===== src/rtl/bsg_pkg.sv =====
package bsg_pkg;

    typedef struct packed {
        logic xdata;
        logic xexec;
        logic move;
        logic ale_off;
    } cyc_ctl_t;

    localparam cyc_ctl_t CTL_IDLE = '{xdata: 1'b0, xexec: 1'b0, move: 1'b0, ale_off: 1'b0};

    function automatic logic in_window(input int unsigned ph,
                                       input int unsigned start,
                                       input int unsigned width);
        return (ph >= start) && (ph < start + width);
    endfunction

    function automatic logic ale_enabled(input cyc_ctl_t c);
        return !c.ale_off || c.xexec || c.move;
    endfunction

endpackage


===== src/rtl/bsg_phase_counter.sv =====
module bsg_phase_counter #(
    parameter int PHASES = 12,
    localparam int PH_W = $clog2(PHASES)
) (
    input  logic            clk,
    input  logic            rst,
    output logic [PH_W-1:0] ph_q,
    output logic [PH_W-1:0] ph_nxt,
    output logic            wrap_nxt
);
    localparam logic [PH_W-1:0] LAST = PH_W'(PHASES - 1);

    always_comb begin
        ph_nxt   = (ph_q == LAST) ? '0 : ph_q + 1'b1;
        wrap_nxt = (ph_nxt == '0);
    end

    always_ff @(posedge clk) begin
        if (rst) ph_q <= LAST;
        else     ph_q <= ph_nxt;
    end

    a_r2_phase_step: assert property (@(posedge clk) disable iff (rst)
        (ph_q != LAST) |=> (ph_q == $past(ph_q) + 1'b1));
endmodule


===== src/rtl/bsg_ctl_latch.sv =====
module bsg_ctl_latch
    import bsg_pkg::*;
#(
    parameter int PHASES = 12,
    localparam int PH_W = $clog2(PHASES)
) (
    input  logic            clk,
    input  logic            rst,
    input  logic            wrap_nxt,
    input  logic [PH_W-1:0] ph_q,
    input  cyc_ctl_t        ctl_in,
    output cyc_ctl_t        ctl_q,
    output cyc_ctl_t        ctl_nxt
);
    always_comb begin
        ctl_nxt = (wrap_nxt && !rst) ? ctl_in : ctl_q;
    end

    always_ff @(posedge clk) begin
        if (rst) ctl_q <= CTL_IDLE;
        else     ctl_q <= ctl_nxt;
    end

    // the sampled controls only move when a new machine cycle begins
    a_r10_hold_in_cycle: assert property (@(posedge clk) disable iff (rst)
        (ph_q != '0) |-> $stable(ctl_q));
endmodule


===== src/rtl/bsg_strobe_shaper.sv =====
module bsg_strobe_shaper
    import bsg_pkg::*;
#(
    parameter int PHASES  = 12,
    parameter int PW      = 2,
    parameter int ALE_A   = 0,
    parameter int ALE_B   = 6,
    parameter int PSEN_A  = 3,
    parameter int PSEN_B  = 9,
    localparam int PH_W   = $clog2(PHASES),
    localparam int NSLOT  = 2
) (
    input  logic            clk,
    input  logic            rst,
    input  logic [PH_W-1:0] ph_nxt,
    input  cyc_ctl_t        ctl_nxt,
    input  cyc_ctl_t        ctl_q,
    output logic            ale,
    output logic            psen_n
);
    localparam int ALE_AT  [NSLOT] = '{ALE_A, ALE_B};
    localparam int PSEN_AT [NSLOT] = '{PSEN_A, PSEN_B};

    logic [NSLOT-1:0] ale_hit;
    logic [NSLOT-1:0] psen_hit;
    logic             ale_d;
    logic             psen_d;

    for (genvar i = 0; i < NSLOT; i++) begin : g_slot
        always_comb begin
            ale_hit[i]  = in_window(int'(ph_nxt), ALE_AT[i],  PW);
            psen_hit[i] = in_window(int'(ph_nxt), PSEN_AT[i], PW);
        end
    end

    always_comb begin
        if (ale_enabled(ctl_nxt))
            ale_d = ale_hit[0] || (ale_hit[1] && !ctl_nxt.xdata);
        else
            ale_d = 1'b1;
        psen_d = !(ctl_nxt.xexec && !ctl_nxt.xdata && (|psen_hit));
    end

    always_ff @(posedge clk) begin
        if (rst) begin
            ale    <= 1'b0;
            psen_n <= 1'b1;
        end else begin
            ale    <= ale_d;
            psen_n <= psen_d;
        end
    end

    a_r5_psen_quiet_xdata: assert property (@(posedge clk) disable iff (rst)
        ctl_q.xdata |-> psen_n);
    a_r6_psen_needs_xexec: assert property (@(posedge clk) disable iff (rst)
        !psen_n |-> ctl_q.xexec);
    a_r7_ale_held_high: assert property (@(posedge clk) disable iff (rst)
        (ctl_q.ale_off && !ctl_q.xexec && !ctl_q.move) |-> ale);
    a_r4_psen_width: assert property (@(posedge clk) disable iff (rst)
        $fell(psen_n) |=> !psen_n);
    a_r2_ale_width: assert property (@(posedge clk) disable iff (rst)
        $rose(ale) |=> ale);
endmodule


===== src/rtl/bus_strobe_gen.sv =====
module bus_strobe_gen
    import bsg_pkg::*;
#(
    parameter int PHASES = 12,
    parameter int PW     = 2,
    parameter int ALE_A  = 0,
    parameter int ALE_B  = 6,
    parameter int PSEN_A = 3,
    parameter int PSEN_B = 9
) (
    input  logic clk,
    input  logic rst,
    input  logic xdata_cyc,
    input  logic xexec,
    input  logic move_cyc,
    input  logic ale_off,
    output logic ale,
    output logic psen_n
);
    localparam int PH_W = $clog2(PHASES);

    logic [PH_W-1:0] ph_q;
    logic [PH_W-1:0] ph_nxt;
    logic            wrap_nxt;
    cyc_ctl_t        ctl_in;
    cyc_ctl_t        ctl_q;
    cyc_ctl_t        ctl_nxt;

    always_comb begin
        ctl_in = '{xdata: xdata_cyc, xexec: xexec, move: move_cyc, ale_off: ale_off};
    end

    bsg_phase_counter #(.PHASES(PHASES)) u_phase (
        .clk(clk), .rst(rst), .ph_q(ph_q), .ph_nxt(ph_nxt), .wrap_nxt(wrap_nxt)
    );

    bsg_ctl_latch #(.PHASES(PHASES)) u_ctl (
        .clk(clk), .rst(rst), .wrap_nxt(wrap_nxt), .ph_q(ph_q),
        .ctl_in(ctl_in), .ctl_q(ctl_q), .ctl_nxt(ctl_nxt)
    );

    bsg_strobe_shaper #(
        .PHASES(PHASES), .PW(PW), .ALE_A(ALE_A), .ALE_B(ALE_B),
        .PSEN_A(PSEN_A), .PSEN_B(PSEN_B)
    ) u_shape (
        .clk(clk), .rst(rst), .ph_nxt(ph_nxt), .ctl_nxt(ctl_nxt), .ctl_q(ctl_q),
        .ale(ale), .psen_n(psen_n)
    );

    a_r1_reset_idle: assert property (@(posedge clk)
        rst |=> (!ale && psen_n));
endmodule


===== config.mk =====
export PLATFORM = sky130hd
export DESIGN_NAME = bus_strobe_gen
export DESIGN_NICKNAME = d
export VERILOG_FILES = /design/src/rtl/bsg_pkg.sv /design/src/rtl/bsg_phase_counter.sv /design/src/rtl/bsg_ctl_latch.sv /design/src/rtl/bsg_strobe_shaper.sv /design/src/rtl/bus_strobe_gen.sv
export SDC_FILE = /design/constraint.sdc
export NUM_CORES = 1
export LEC_CHECK = 0
export CAP_MARGIN = 30
export CORE_AREA = 3 3 40 42
export CTS_CLUSTER_SIZE = 16
export DETAILED_ROUTE_END_ITERATION = 6
export DIE_AREA = 0 0 43 45
export DONT_BUFFER_PORTS = 1
export GPL_TIMING_DRIVEN = 0
export PLACE_DENSITY = 0.6
export SKIP_CTS_REPAIR_TIMING = 1
export SLEW_MARGIN = 15
export SYNTH_ARGS = -nofsm -noshare
export SYNTH_HDL_FRONTEND = slang
export SYNTH_SLANG_ARGS = --single-unit

===== constraint.sdc =====
create_clock -name clk -period 2 [get_ports clk]
set_input_delay 0.2 -clock clk [delete_from_list [all_inputs] [get_ports clk]]
set_output_delay 0.2 -clock clk [all_outputs]
set_load 0.005 [all_outputs]

== Yosys cells after proc, flatten, opt, wreduce, memory -nomap -nowiden ==
Index checks and enable logic that the tools add are counted.
Storage, ports and cells
  output and inout bits: 2
  bits in registers: 10
  bits of input ports: 6
Cells by class
  add/subtract/negate cells: 1
  reductions and logical operators: 16
  mux-type cells: 3
  equality and inequality tests: 1
  order comparisons: 7
Operator list (count)
  $lt 4x4->1 const B: 2
  $mux 4: 2
  $logic_and 1x1->1: 7
  $add 4x1->4 const B: 1
  $eq 4x4->1 const B: 1
  $ge 4x2->1 const B: 1
  $ge 4x3->1 const B: 1
  $ge 4x4->1 const B: 1
  $logic_not 1->1: 4
  $logic_not 4->1: 1
  $lt 4x2->1 const B: 1
  $lt 4x3->1 const B: 1
  $logic_or 1x1->1: 3
  $reduce_or 2->1: 1
  $mux 1: 1

== Depth between registers and ports, before layout ==
  word-level depth: 9
  depth in mapped cells: 7

== Modules after synthesis ==
From an unflattened synthesis, not the netlist that was laid out.
Unflattened totals
  cell total of the unflattened synthesis: 56
  area, all modules: 559.3 µm²
By module, submodules not included
  bsg_ctl_latch: area an instance 220.2 µm², times used 1, cells each 18
  bsg_phase_counter: area an instance 220.2 µm², times used 1, cells each 24
  bsg_strobe_shaper: area an instance 118.9 µm², times used 1, cells each 14

== Least setup slack after synthesis ==
Ideal clock, no wire load.
  kind: flip-flop to flip-flop
  start point: register u_phase.ph_q[0]
  end point: register u_shape.psen_n
  arrival time: 1.569 ns
  setup time: 0.132 ns
  stages on the path, launching flop included: 7
  path buffers: 0
  period minus slack after synthesis: 1.702 ns
  required time: 1.868 ns
  slack: 0.298 ns
  cell sequence: dfxtp_1 > ha_1 > xor2_1 > or4b_1 > o311a_1 > a31oi_1 > o211ai_1
On the way
  longest elaborated chain between the ends: 9
  elaborated cells between the ends (all ways): 17
  those cells by class: add/sub (1); order compare (4); eq/ne (1); mux (2); reduce/logical (9)
Ends and longest elaborated chain
  start, declared: RTL line bsg_phase_counter.sv:7  | output logic [PH_W-1:0] ph_q,
  start signal, assigned: RTL line bsg_phase_counter.sv:20  | else ph_q <= ph_nxt;
  $add 4x1->4 or $eq 4x4->1 (tied branches): RTL line bsg_phase_counter.sv:14  | ph_nxt = (ph_q == LAST) ? '0 : ph_q + 1'b1;
  $mux 4 (*): RTL line bsg_phase_counter.sv:14
  parallel branches: the longest is 5 deep, another holds $ge 4x2->1
  $logic_and 1x1->1 (*): RTL line bsg_strobe_shaper.sv:41  | psen_d = !(ctl_nxt.xexec && !ctl_nxt.xdata && (|psen_hit));
  $logic_not 1->1 (*): RTL line bsg_strobe_shaper.sv:41
  end signal, assigned: RTL line bsg_strobe_shaper.sv:50  | psen_n <= psen_d;
  end, declared: RTL line bsg_strobe_shaper.sv:19  | output logic psen_n
Every way passes the cells marked *.
A chain may end at the register's enable or synchronous reset.

== Worst setup path after layout ==
Same ends and word-level chain as after synthesis.

==> metrics.md <==
| Metric | Value |
|---|---|
| Clock Latency Late Sink | `0.26 ns` |
| CTS sink cnt | `10` |
| Area of the core | `around 0.0013 mm2` |
| Yosys warnings | `0` |
| CP Max Fanout | `7` |
| Max IR drop VDD | `just over 0.5 mV` |
| Tightest Pin Transition | `around 0.40 ns` |
| Switch share | `0.342` |
| Clock power share | `0.245` |
| Most frequent cell after synthesis | `dfxtp_1` |
| Max H-tree Level | `1` |
| Post-Syn Area | `~640 um2` |
| Worst hold path type | `input pin to flop` |
| Rows | `13` |
| Final-report hold violation count | `0` |
| Net Switching | `246 uW` |
| Sequential share of power | `0.369` |
| Placed cell areas | `around 650 um2` |
| FMAX | `559 MHz` |
| PortBufs | `0` |
| CTS Buffer Depth | `2` |
| Pint | `between 400 and 500 uW` |
| First-pass GRT wire length | `between 1500 and 2000 um` |
| Die width | `43 um` |
| Synth async-reset ratio | `0` |
| Skew final | `approximately 0.0048 ns` |
| Leakage power | `approximately 0.28 nW` |
| Drt first pass iters | `4` |
| Share of cells above drive strength 1 | `0.152` |
| Routed Antenna Nets | `0` |
| Slew Limit Fails | `0` |
| GRT overflow | `0` |
| Mapped Cells | `75` |
| Syn_area_per_cell | `~8.5 um2` |
| Critical path type | `flop to flop` |
| Synth area leaders | `dfxtp_1, ha_1, mux2i_1` |
| Initial DRC Count | `9` |
| DP HPWL | `around 880 um` |
| Largest area contributor in the netlist | `dfxtp_1` |
| WP data arrival | `1.93 ns` |
| Final #Nets | `90` |
| Final Instance Area | `about 690 um2` |
| Seq/Total Area, Yosys | `0.315` |
| Initial antenna violation count | `0` |
| CTS tree | `done` |
| Register bit count reported by yosys | `10` |
| Final Setup Violations | `0` |
| DRC | `0` |
| N_diodes | `0` |
| Critical Path RT | `2.14 ns` |
| Vias in the first global route | `450` |
| Min Tclk post-route | `1.79 ns` |
| Top FF cell, synth | `dfxtp_1` |
| Via-per-instance ratio | `between 5 and 6` |
| Final period utilization | `0.894` |
| RSZ-0062 raised after global routing | `no` |
| Syn_nets | `between 80 and 90` |
| Crit path capture type | `flop` |
| Synth top area share | `0.315` |
| CP Launch Type | `flop` |
| Die area | `a little under 0.002 mm2` |
| Initial core utilization | `0.495` |
| Max cap viols | `0` |
| Total track usage | `0.134` |
| Ports | `8` |
| WL/cell | `12.6 um` |
| Outcome | `complete, no violations` |
| Clock transition at path regs | `about 0.06 ns` |
| WL final | `roughly 1200 um` |
| Clk root buf | `clkbuf_4` |
| Number of synthesized flops with an enable pin | `0` |
| Combinational group share of total power | `0.385` |
| Die H | `45 um` |
| Area growth, synth to finish | `9.25%` |
| Post-synth top cells | `dfxtp_1, nor2_1` |
| Vias | `500` |
| PwrDens | `approximately 1000 mW/mm2` |
| Pin count of the biggest net entering global routing | `11` |
| Setup TNS Final | `0 ns` |
| Post-synth cell types | `30` |
| Num CTS Buffers | `3` |
| Final RePlAce weighted congestion | `about 0.71` |
| Max-slew headroom | `0.735` |
## power by group through the flow
stage / logic (mW) / clock network [mW] / registers [mW]
2_1_floorplan: 0.232 / 0 / 0.261
3_3_place_gp: 0.271 / 0 / 0.268
3_5_place_dp: 0.276 / 0 / 0.268
4_1_cts: 0.278 / 0.182 / 0.264
5_1_grt: 0.312 / 0.191 / 0.272
6_report: 0.277 / 0.176 / 0.265
## logic make-up after synthesis
| family | Yosys count | share of synthesized area |
|---|---|---|
| buffers and inverters | 8 | 0.0472 |
| adder cells (fa/ha/maj) | 4 | 0.0787 |
| AND/OR/NAND/NOR | 28 | 0.254 |
| multiplexers | 5 | 0.0846 |
| flip-flops | 10 | 0.315 |
| AO/OA/AOI/OAI | 18 | 0.193 |
| XOR/XNOR | 2 | 0.0276 |
## worst max-delay path: stages, from the launching register on
cell      delay (ns)
dfxtp_2         0.35
ha_1            0.24
xor2_1          0.16
or4b_1          0.47
o311a_1         0.14
a31oi_1         0.19
o211ai_1        0.12
## registers in the layout, summed over array words and instances (netlist names)
signal and count:
u_ctl.ctl_q 4, u_shape.ale 1, u_phase.ph_q 4, u_shape.psen_n 1
## final cells by class
cell class                      instances  area, um2
Tap cell                               15       18.8
Sequential cell                        10        203
Buffer                                  4       16.3
Clock buffer                            4       36.3
Multi-Input combinational cell         57        405
Fill cell                             126        591
Inverter                                4       15.0
## per-stage QoR
stage          power [mW]  hold slack, ns  instances  utilization  worst slack [ns]
2_1_floorplan       0.492           0.347         75            -             0.298
3_3_place_gp        0.538           0.362         90        0.509             0.175
3_5_place_dp        0.544           0.369         90        0.509             0.128
4_1_cts             0.724          0.0976         94        0.537             0.116
5_1_grt             0.775           0.104         94        0.540            0.0689
6_report            0.718          0.0979         94        0.540             0.211
## layer usage
layer	wire, um	vias up	GRT usage	part of all wire
met5	0	-	0	0
met4	0	0	0.0181	0
met3	66	0	0.0637	0.056
met2	491	9	0.189	0.41
met1	630	218	0.191	0.53
li1	-	273	-	-
## path summary, 6_finish.rpt
kind,from,end,slack (ns),cells after the start
setup / recovery,u_phase.ph_q[0],u_shape.psen_n,0.21,6
hold / removal,move_cyc,u_ctl.ctl_q[1],0.1,2
setup reg to reg,u_phase.ph_q[0],u_shape.psen_n,0.21,6
hold reg to reg,u_ctl.ctl_q[1],u_ctl.ctl_q[1],0.50,2
## cell usage in the layout, fill, tap and decap left out, types with 2 or more instances in the layout
cell,netlist,layout
o21ai_0,3,3
o21a_1,2,2
clkbuf_1,4,3
mux2i_1,4,4
nand2_1,4,4
a211oi_1,2,2
nand2b_1,3,3
nand3_1,2,2
nor2_1,7,7
inv_1,4,4
or4b_1,2,2
nor2b_1,2,2
clkbuf_4,0,3
ha_1,4,4
a31oi_1,4,4
dfxtp_1,10,8
a21oi_1,4,4
dfxtp_2,0,2
No activity file was read; power rests on OpenSTA's default activity.
